## src/rtl/rxsg_pkg.sv

```systemverilog
package rxsg_pkg;

    typedef enum logic [3:0] {
        ST_OFF,
        ST_CHK,
        ST_CHKW,
        ST_ADDR,
        ST_ADDRW,
        ST_RUN,
        ST_CRC,
        ST_CLOSE,
        ST_DROP
    } rx_state_e;

    localparam int FLG_EMPTY   = 15;
    localparam int FLG_WRAP    = 13;
    localparam int FLG_LAST    = 11;
    localparam int FLG_LEN_ERR = 5;
    localparam int FLG_TRUNC   = 0;

    localparam logic [1:0] SEL_DEMAND = 2'd0;
    localparam logic [1:0] SEL_CTRL   = 2'd1;
    localparam logic [1:0] SEL_BUFCAP = 2'd2;
    localparam logic [1:0] SEL_RING   = 2'd3;

    localparam logic [31:0] CTRL_KEEP   = 32'h07FF_003F;
    localparam logic [31:0] CTRL_INIT   = 32'h05EE_0001;
    localparam logic [31:0] BUFCAP_KEEP = 32'h0000_07F0;

    localparam logic [31:0] CRC_POLY_REFL = 32'hEDB8_8320;

endpackage

```

## src/rtl/rxsg_crc_step.sv

```systemverilog
module rxsg_crc_step
    import rxsg_pkg::*;
(
    input  logic [31:0] crc_in,
    input  logic [7:0]  din,
    output logic [31:0] crc_out
);

    always_comb begin
        logic [31:0] c;
        c = crc_in ^ {24'h0, din};
        for (int b = 0; b < 8; b++) begin
            c = c[0] ? ((c >> 1) ^ CRC_POLY_REFL) : (c >> 1);
        end
        crc_out = c;
    end

endmodule

```

## src/rtl/rxsg_regs.sv

```systemverilog
module rxsg_regs
    import rxsg_pkg::*;
#(
    parameter int CNT_W  = 11,
    parameter int ADDR_W = 32
) (
    input  logic              clk,
    input  logic              rst_n,
    input  logic              wr,
    input  logic [1:0]        sel,
    input  logic [31:0]       wdata,
    input  logic              rx_on,
    output logic [31:0]       rdata,
    output logic [CNT_W-1:0]  len_limit,
    output logic [CNT_W-1:0]  buf_cap,
    output logic [ADDR_W-1:0] ring_base,
    output logic              demand,
    output logic              ring_load
);

    logic [31:0]       ctrl_q;
    logic [31:0]       cap_q;
    logic [ADDR_W-1:0] base_q;

    always_ff @(posedge clk) begin
        if (!rst_n) begin
            ctrl_q <= CTRL_INIT;
            cap_q  <= '0;
            base_q <= '0;
        end else if (wr) begin
            unique case (sel)
                SEL_CTRL:   ctrl_q <= wdata & CTRL_KEEP;
                SEL_BUFCAP: cap_q  <= wdata & BUFCAP_KEEP;
                SEL_RING:   base_q <= {wdata[ADDR_W-1:2], 2'b00};
                default:    ;
            endcase
        end
    end

    always_comb begin
        unique case (sel)
            SEL_DEMAND: rdata = {7'd0, rx_on, 24'd0};
            SEL_CTRL:   rdata = ctrl_q;
            SEL_BUFCAP: rdata = cap_q;
            default:    rdata = 32'(base_q);
        endcase
    end

    assign len_limit = ctrl_q[16 +: CNT_W];
    assign buf_cap   = cap_q[CNT_W-1:0];
    assign ring_base = base_q;
    assign demand    = wr && (sel == SEL_DEMAND);
    assign ring_load = wr && (sel == SEL_RING);

endmodule

```

## src/rtl/rx_scatter_engine.sv

```systemverilog
module rx_scatter_engine
    import rxsg_pkg::*;
#(
    parameter int MAX_FRAME = 2032,
    parameter int CNT_W     = 11,
    parameter int ADDR_W    = 32
) (
    input  logic              clk,
    input  logic              rst_n,
    input  logic              mac_en,
    input  logic              reg_wr,
    input  logic [1:0]        reg_addr,
    input  logic [31:0]       reg_wdata,
    output logic [31:0]       reg_rdata,
    input  logic              in_valid,
    input  logic [7:0]        in_data,
    input  logic              in_last,
    output logic              in_ready,
    output logic              mem_req,
    output logic              mem_we,
    output logic              mem_word,
    output logic [ADDR_W-1:0] mem_addr,
    output logic [31:0]       mem_wdata,
    input  logic [31:0]       mem_rdata,
    output logic              ev_buf,
    output logic              ev_frame
);

    localparam logic [CNT_W-1:0]  SIZE_CAP  = CNT_W'(MAX_FRAME);
    localparam logic [2:0]        CRC_DONE  = 3'd4;
    localparam logic [ADDR_W-1:0] DESC_STEP = ADDR_W'(8);
    localparam logic [ADDR_W-1:0] WORD_STEP = ADDR_W'(4);

    rx_state_e         state, state_nx;
    logic [ADDR_W-1:0] cur_desc, buf_ptr, ring_base;
    logic [15:0]       dflags;
    logic [CNT_W-1:0]  buf_cnt, stored, len_limit, buf_cap;
    logic [31:0]       crc_q, crc_nx, crc_fin;
    logic [2:0]        crc_idx;
    logic              mid, crc_ph, trunc, rx_on, close_last;
    logic              demand, ring_load;
    logic              buf_full, room, take, tr_now, lg_now;
    logic [7:0]        crc_byte;
    logic [15:0]       close_flags;

    rxsg_regs #(.CNT_W(CNT_W), .ADDR_W(ADDR_W)) u_regs (
        .clk       (clk),
        .rst_n     (rst_n),
        .wr        (reg_wr),
        .sel       (reg_addr),
        .wdata     (reg_wdata),
        .rx_on     (rx_on),
        .rdata     (reg_rdata),
        .len_limit (len_limit),
        .buf_cap   (buf_cap),
        .ring_base (ring_base),
        .demand    (demand),
        .ring_load (ring_load)
    );

    rxsg_crc_step u_crc (
        .crc_in  (crc_q),
        .din     (in_data),
        .crc_out (crc_nx)
    );

    assign crc_fin  = ~crc_q;
    assign buf_full = (buf_cnt >= buf_cap);
    assign room     = (stored < SIZE_CAP);
    assign take     = (state == ST_RUN) && in_valid && in_ready;
    assign tr_now   = trunc || (crc_idx != CRC_DONE);
    assign lg_now   = tr_now || (stored > len_limit);

    always_comb begin
        unique case (crc_idx[1:0])
            2'd0:    crc_byte = crc_fin[31:24];
            2'd1:    crc_byte = crc_fin[23:16];
            2'd2:    crc_byte = crc_fin[15:8];
            default: crc_byte = crc_fin[7:0];
        endcase
        close_flags = dflags;
        close_flags[FLG_EMPTY] = 1'b0;
        if (close_last) begin
            close_flags[FLG_LAST] = 1'b1;
            if (lg_now) close_flags[FLG_LEN_ERR] = 1'b1;
            if (tr_now) close_flags[FLG_TRUNC] = 1'b1;
        end
    end

    // State register
    always_ff @(posedge clk) begin
        if (!rst_n) state <= ST_OFF;
        else        state <= state_nx;
    end

    // Next-state logic
    always_comb begin
        state_nx = state;
        unique case (state)
            ST_OFF:   if (demand && mac_en) state_nx = ST_CHK;
            ST_CHK:   state_nx = ST_CHKW;
            ST_CHKW:  state_nx = mem_rdata[16+FLG_EMPTY] ? ST_ADDR : (mid ? ST_DROP : ST_OFF);
            ST_ADDR:  state_nx = ST_ADDRW;
            ST_ADDRW: state_nx = crc_ph ? ST_CRC : ST_RUN;
            ST_RUN: begin
                if (!mid && !mac_en)        state_nx = ST_OFF;
                else if (buf_full && room)  state_nx = ST_CLOSE;
                else if (take && in_last)   state_nx = ST_CRC;
            end
            ST_CRC: begin
                if (crc_idx == CRC_DONE || !room) state_nx = ST_CLOSE;
                else if (buf_full)                state_nx = ST_CLOSE;
            end
            ST_CLOSE: state_nx = ST_CHK;
            ST_DROP:  if (crc_ph || (in_valid && in_last)) state_nx = ST_CHK;
            default:  state_nx = ST_OFF;
        endcase
    end

    // Outputs
    always_comb begin
        in_ready  = 1'b0;
        mem_req   = 1'b0;
        mem_we    = 1'b0;
        mem_word  = 1'b0;
        mem_addr  = cur_desc;
        mem_wdata = '0;
        ev_buf    = 1'b0;
        ev_frame  = 1'b0;
        unique case (state)
            ST_CHK: begin
                mem_req  = 1'b1;
                mem_word = 1'b1;
            end
            ST_ADDR: begin
                mem_req  = 1'b1;
                mem_word = 1'b1;
                mem_addr = cur_desc + WORD_STEP;
            end
            ST_RUN: begin
                in_ready = !(buf_full && room) && (mid || mac_en);
                if (take && room) begin
                    mem_req   = 1'b1;
                    mem_we    = 1'b1;
                    mem_addr  = buf_ptr + ADDR_W'(buf_cnt);
                    mem_wdata = {24'd0, in_data};
                end
            end
            ST_CRC: begin
                if (crc_idx != CRC_DONE && room && !buf_full) begin
                    mem_req   = 1'b1;
                    mem_we    = 1'b1;
                    mem_addr  = buf_ptr + ADDR_W'(buf_cnt);
                    mem_wdata = {24'd0, crc_byte};
                end
            end
            ST_CLOSE: begin
                mem_req   = 1'b1;
                mem_we    = 1'b1;
                mem_word  = 1'b1;
                mem_wdata = {close_flags, {(16-CNT_W){1'b0}}, buf_cnt};
                ev_buf    = !close_last;
                ev_frame  = close_last;
            end
            ST_DROP: in_ready = !crc_ph;
            default: ;
        endcase
    end

    // Datapath
    always_ff @(posedge clk) begin
        if (!rst_n) begin
            cur_desc   <= '0;
            buf_ptr    <= '0;
            dflags     <= '0;
            buf_cnt    <= '0;
            stored     <= '0;
            crc_q      <= '1;
            crc_idx    <= '0;
            mid        <= 1'b0;
            crc_ph     <= 1'b0;
            trunc      <= 1'b0;
            rx_on      <= 1'b0;
            close_last <= 1'b0;
        end else begin
            unique case (state)
                ST_CHKW: begin
                    dflags <= mem_rdata[31:16];
                    if (mem_rdata[16+FLG_EMPTY]) rx_on <= 1'b1;
                    else if (!mid)               rx_on <= 1'b0;
                end
                ST_ADDRW: begin
                    buf_ptr <= mem_rdata[ADDR_W-1:0];
                    buf_cnt <= '0;
                end
                ST_RUN: begin
                    if (!mid && !mac_en) rx_on <= 1'b0;
                    if (buf_full && room) close_last <= 1'b0;
                    if (take) begin
                        mid   <= 1'b1;
                        crc_q <= crc_nx;
                        if (room) begin
                            buf_cnt <= buf_cnt + 1'b1;
                            stored  <= stored + 1'b1;
                        end else begin
                            trunc <= 1'b1;
                        end
                        if (in_last) begin
                            crc_ph  <= 1'b1;
                            crc_idx <= '0;
                        end
                    end
                end
                ST_CRC: begin
                    close_last <= (crc_idx == CRC_DONE) || !room;
                    if (crc_idx != CRC_DONE && room && !buf_full) begin
                        crc_idx <= crc_idx + 1'b1;
                        buf_cnt <= buf_cnt + 1'b1;
                        stored  <= stored + 1'b1;
                    end
                end
                ST_CLOSE: begin
                    cur_desc <= dflags[FLG_WRAP] ? ring_base : cur_desc + DESC_STEP;
                    if (close_last) begin
                        mid    <= 1'b0;
                        crc_ph <= 1'b0;
                        stored <= '0;
                        trunc  <= 1'b0;
                        crc_q  <= '1;
                    end
                end
                ST_DROP: begin
                    if (crc_ph || (in_valid && in_last)) begin
                        mid    <= 1'b0;
                        crc_ph <= 1'b0;
                        stored <= '0;
                        trunc  <= 1'b0;
                        crc_q  <= '1;
                    end
                end
                default: ;
            endcase
            if (ring_load) cur_desc <= {reg_wdata[ADDR_W-1:2], 2'b00};
        end
    end

    // no byte is ever taken while receive is off
    a_r10_ready_needs_on: assert property (@(posedge clk) disable iff (!rst_n)
        in_ready |-> rx_on);

    // a data byte is written only while the buffer still has room
    a_r4_buf_cap: assert property (@(posedge clk) disable iff (!rst_n)
        (mem_req && mem_we && !mem_word) |-> (buf_cnt < buf_cap));

    // stored size never passes the ceiling
    a_r8_size_cap: assert property (@(posedge clk) disable iff (!rst_n)
        stored <= SIZE_CAP);

    // after a descriptor close the pointer is either the ring base or 8 bytes on
    a_r7_ring_step: assert property (@(posedge clk) disable iff (!rst_n)
        (state == ST_CLOSE && !ring_load) |=>
            (cur_desc == ring_base || cur_desc == $past(cur_desc) + DESC_STEP));

    // with receive off the engine issues no memory traffic
    a_r12_off_quiet: assert property (@(posedge clk) disable iff (!rst_n)
        (state == ST_OFF) |-> !mem_req);

endmodule

```

## config.mk

```make
export PLATFORM = sky130hd
export DESIGN_NAME = rx_scatter_engine
export DESIGN_NICKNAME = d
export VERILOG_FILES = /design/src/rtl/rxsg_pkg.sv /design/src/rtl/rxsg_crc_step.sv /design/src/rtl/rxsg_regs.sv /design/src/rtl/rx_scatter_engine.sv
export SDC_FILE = /design/constraint.sdc
export NUM_CORES = 1
export LEC_CHECK = 0
export BUFFER_PORTS_ARGS = -buffer_cell sky130_fd_sc_hd__buf_2
export CORE_MARGIN = 4
export CORE_UTILIZATION = 63
export DETAILED_ROUTE_END_ITERATION = 12
export PLACE_DENSITY = 0.91
export SLEW_MARGIN = 20
export SYNTH_ARGS = -nofsm -noshare
export SYNTH_HDL_FRONTEND = slang
export SYNTH_SLANG_ARGS = --single-unit
```

## constraint.sdc

```tcl
create_clock -name clk -period 4.03 [get_ports clk]
set_clock_uncertainty 0.05 [all_clocks]
set_input_delay 0.2015 -clock clk [delete_from_list [all_inputs] [get_ports clk]]
set_output_delay 0.2015 -clock clk [all_outputs]
set_load 0.02 [all_outputs]
```

==> metrics.txt <==
crit-path max cell delay 0.59 ns; area taken by multi-input logic gates 8255 µm²; Buf/Inv on CP 1; largest buffer count on any clock path 2; Setup crit end kind output port; post-synthesis mux area share 2.660%; Mapped Area 12890 µm²; IO Count 182; CTS tree built; Slew Limit Fails 0; final hold slack -0.001485 ns; I/O Buffers 175; cells after synthesis 1738; Total GRT Usage 41.05%; register area share after synthesis 30.92%; via count 14.52k; CTS HTree Levels 4; delay-heaviest family, CP compound AO/OA/AOI/OAI gates; die area 22810 µm²; clock transition at the registers of the reported paths 0.08 ns; CP startpoint buf_cnt[8]; Remaining DRCs 0; grt ovf 0; post-place setup slack 0.4588 ns; num rows 52; filler instances 1515; Pwr per Cell Area 297.5 nW/µm²; Ant. Diodes 0; Core Region 20170 µm²; YS warnings 0; violated checks hold timing; Synth Area in Compound Gates 26.21%; Root Driver clkbuf_16; worst-path fanout max 24; worst skew pair latency 0.45 ns; drt first pass iters 6; EDFF count, synth 0; first-pass GRT wire length 73800 µm; FF/Latch Area 3986 µm²; Hold Path Class input port to register; commonest non-fill, non-tap cell in the layout nand2_1; crit path kind register to output port; P_leak 5.866 nW; CTS buffer count 17; main combinational cell family by area after synthesis compound AO/OA/AOI/OAI gates; Sinks on Clock Net 199; Starting Density 63.89%; area grow syn2layout 17.11%; slew margin rel. 34.12%; Setup TNS 0 ns; final worst path period share 97.60%; placed insts 2089; hpwl dp 33100 µm; critical path, cell by cell ha_1, a211oi_1, o21bai_1, nor3_2, a21oi_4, or3_1, a221o_1, buf_2; Main synth FF type dfxtp_1; CP startpoint kind register; Post-Syn Area per Cell 7.414 µm²; chip width 151.0 µm; routed len/inst 21.87 µm; Adder-Cell Fraction of Synth Area 3.845%; final std cells w/o fill 2180; Die Height 151.0 µm; Worst Max-Slew Pin Slew 0.9811 ns; RSZ-0062 raised after global routing true; Synth Area in XOR/XNOR 6.826%; number of global-route vias before repair 13.52k; Setup WS post-layout 0.09684 ns; drt total wl 47670 µm; share of cells above drive strength 1 14.71%; final hold vios 1; worst hold start reg_wdata[5]; Via density 6.660; largest net degree at the start of global routing 57; outcome finished with violations; antenna viol nets, final 0; Reg2Reg Launch Point buf_cnt[4]; synth unique cells 75; nets 2016; # Post-CTS Setup Buffers 0; initial DRC count 1972; CP arrival 3.68 ns; FFs w/ async S/R, synth 0%; Seq cells post-synth 199; most frequent cells in the layout 301 x nand2_1, 225 x a21oi_1, 197 x dfxtp_1; Critical Path RT 3.78 ns; final setup fails 0; fmax 254.2 MHz; critical path's slowest cell or3_1; Max IR drop VDD 260.4 µV; crit path time final 3.933 ns; initial antenna violation count 2; Max Cap Viol 0; Placer Congestion 1.044; Synth Area in Simple Gates 24.01%
## metal layers
layer	share of wire, %	up-vias	track usage (%)
met3	11	181	8.199
li1	-	6562	-
met4	5.2	2	19.81
met2	46	981	64.97
met5	0.027	-	0
met1	38	6792	53.70
## cell families (layout without fill, tap and decap cells)
kind of cell    Yosys count  in the layout
mux                      34             34
buf+inv                 178            345
simple gates            652            652
fa+ha+maj                39             39
other cells               1              6
compound gates          537            537
flops                   199            199
xor+xnor                 98             98
## per-stage QoR
step | utilization (%) | total power (W) | cell area [µm²]
6_report | 74.82 | 0.004489 | 15090
5_1_grt | 74.82 | 0.004617 | 15090
4_1_cts | 74.73 | 0.004456 | 15070
3_5_place_dp | 68.88 | 0.002679 | 13890
3_3_place_gp | 68.84 | 0.002668 | 13880
2_1_floorplan | - | 0.002488 | 12900
## synth_stat cells, types with 9 or more instances
master / n / area share [%]
o31ai_1: 12 / 0.70
mux2i_1: 32 / 2.5
o41ai_1: 18 / 1.2
a22oi_1: 11 / 0.64
or4_1: 11 / 0.64
buf_2: 15 / 0.58
o221ai_1: 16 / 1.1
nand3_1: 50 / 1.9
a211oi_1: 11 / 0.64
a31oi_1: 10 / 0.49
o21a_1: 9 / 0.52
nor2_1: 90 / 2.6
inv_1: 37 / 1.1
a21oi_1: 227 / 8.8
and2_1: 27 / 1.3
clkbuf_1: 109 / 3.2
ha_1: 38 / 3.7
or2_2: 10 / 0.49
buf_1: 11 / 0.32
xor2_1: 22 / 1.5
o21ai_0: 84 / 3.3
o31a_1: 10 / 0.68
and3_1: 22 / 1.1
xnor2_1: 74 / 5.0
nand2_1: 301 / 8.8
nor3_1: 27 / 1.0
a21o_1: 15 / 0.87
o211ai_1: 20 / 1.2
o22ai_1: 22 / 1.1
or3_1: 13 / 0.63
nand4_1: 25 / 1.2
dfxtp_1: 199 / 31
nor2b_1: 33 / 1.6
and4_1: 10 / 0.68
## worst reg2reg max path: stages, from the launching register on
cell and delay (ns):
dfxtp_1 0.42, inv_1 0.09, ha_1 0.29, nand3_1 0.09, nor4b_2 0.40, o31a_1 0.40, a211o_1 0.55, buf_4 0.35
nor2_1 0.08, o221a_2 0.26
## sequential cells by signal, indices dropped and copies added, names as in the netlist
register	flops
buf_cnt	11
buf_ptr	32
close_last	1
crc_idx	3
crc_ph	1
crc_q	32
cur_desc	32
dflags	15
mid	1
rx_on	1
state	4
stored	11
trunc	1
u_regs.cap_q	7
u_regs.ctrl_q	17
u_regs.ring_base	30
## what timing repair did
action / in CTS / in global routing
setup endpoints to repair: 2 / 11
gates resized for setup: 1 / 3
hold endpoints to repair: 97 / 0
gates cloned: 0 / 0
hold buffers: 59 / 0
## report_power, final
| part | leakage, nW | internal, W | switching [W] | total (W) |
|---|---|---|---|---|
| sequential | 1.61 | 0.00201 | 0.0000693 | 0.00208 |
| combinational | 3.98 | 0.000252 | 0.000373 | 0.000625 |
| clock | 0.276 | 0.000943 | 0.000841 | 0.00178 |
| total | 5.87 | 0.00321 | 0.00128 | 0.00449 |
## layout make-up
type | instances | share of cell area [%]
multi-input combinational | 1366 | 54.71
sequential | 199 | 26.42
timing repair buffer | 276 | 11.81
clock buffer | 20 | 2.960
tap | 270 | 2.239
clock inverter | 12 | 0.9369
inverter | 37 | 0.9369
## final timing paths
kind                                    endpoint  slack (ns)  depth (start not counted)
worst max register to register         stored[7]        0.94                          9
worst min-delay path            u_regs.ctrl_q[5]      -0.001                          3
worst min register to register        dflags[14]        0.40                          2
worst max-delay path                mem_addr[25]         0.1                          8
Note: power is estimated with default switching activity, not from simulation.
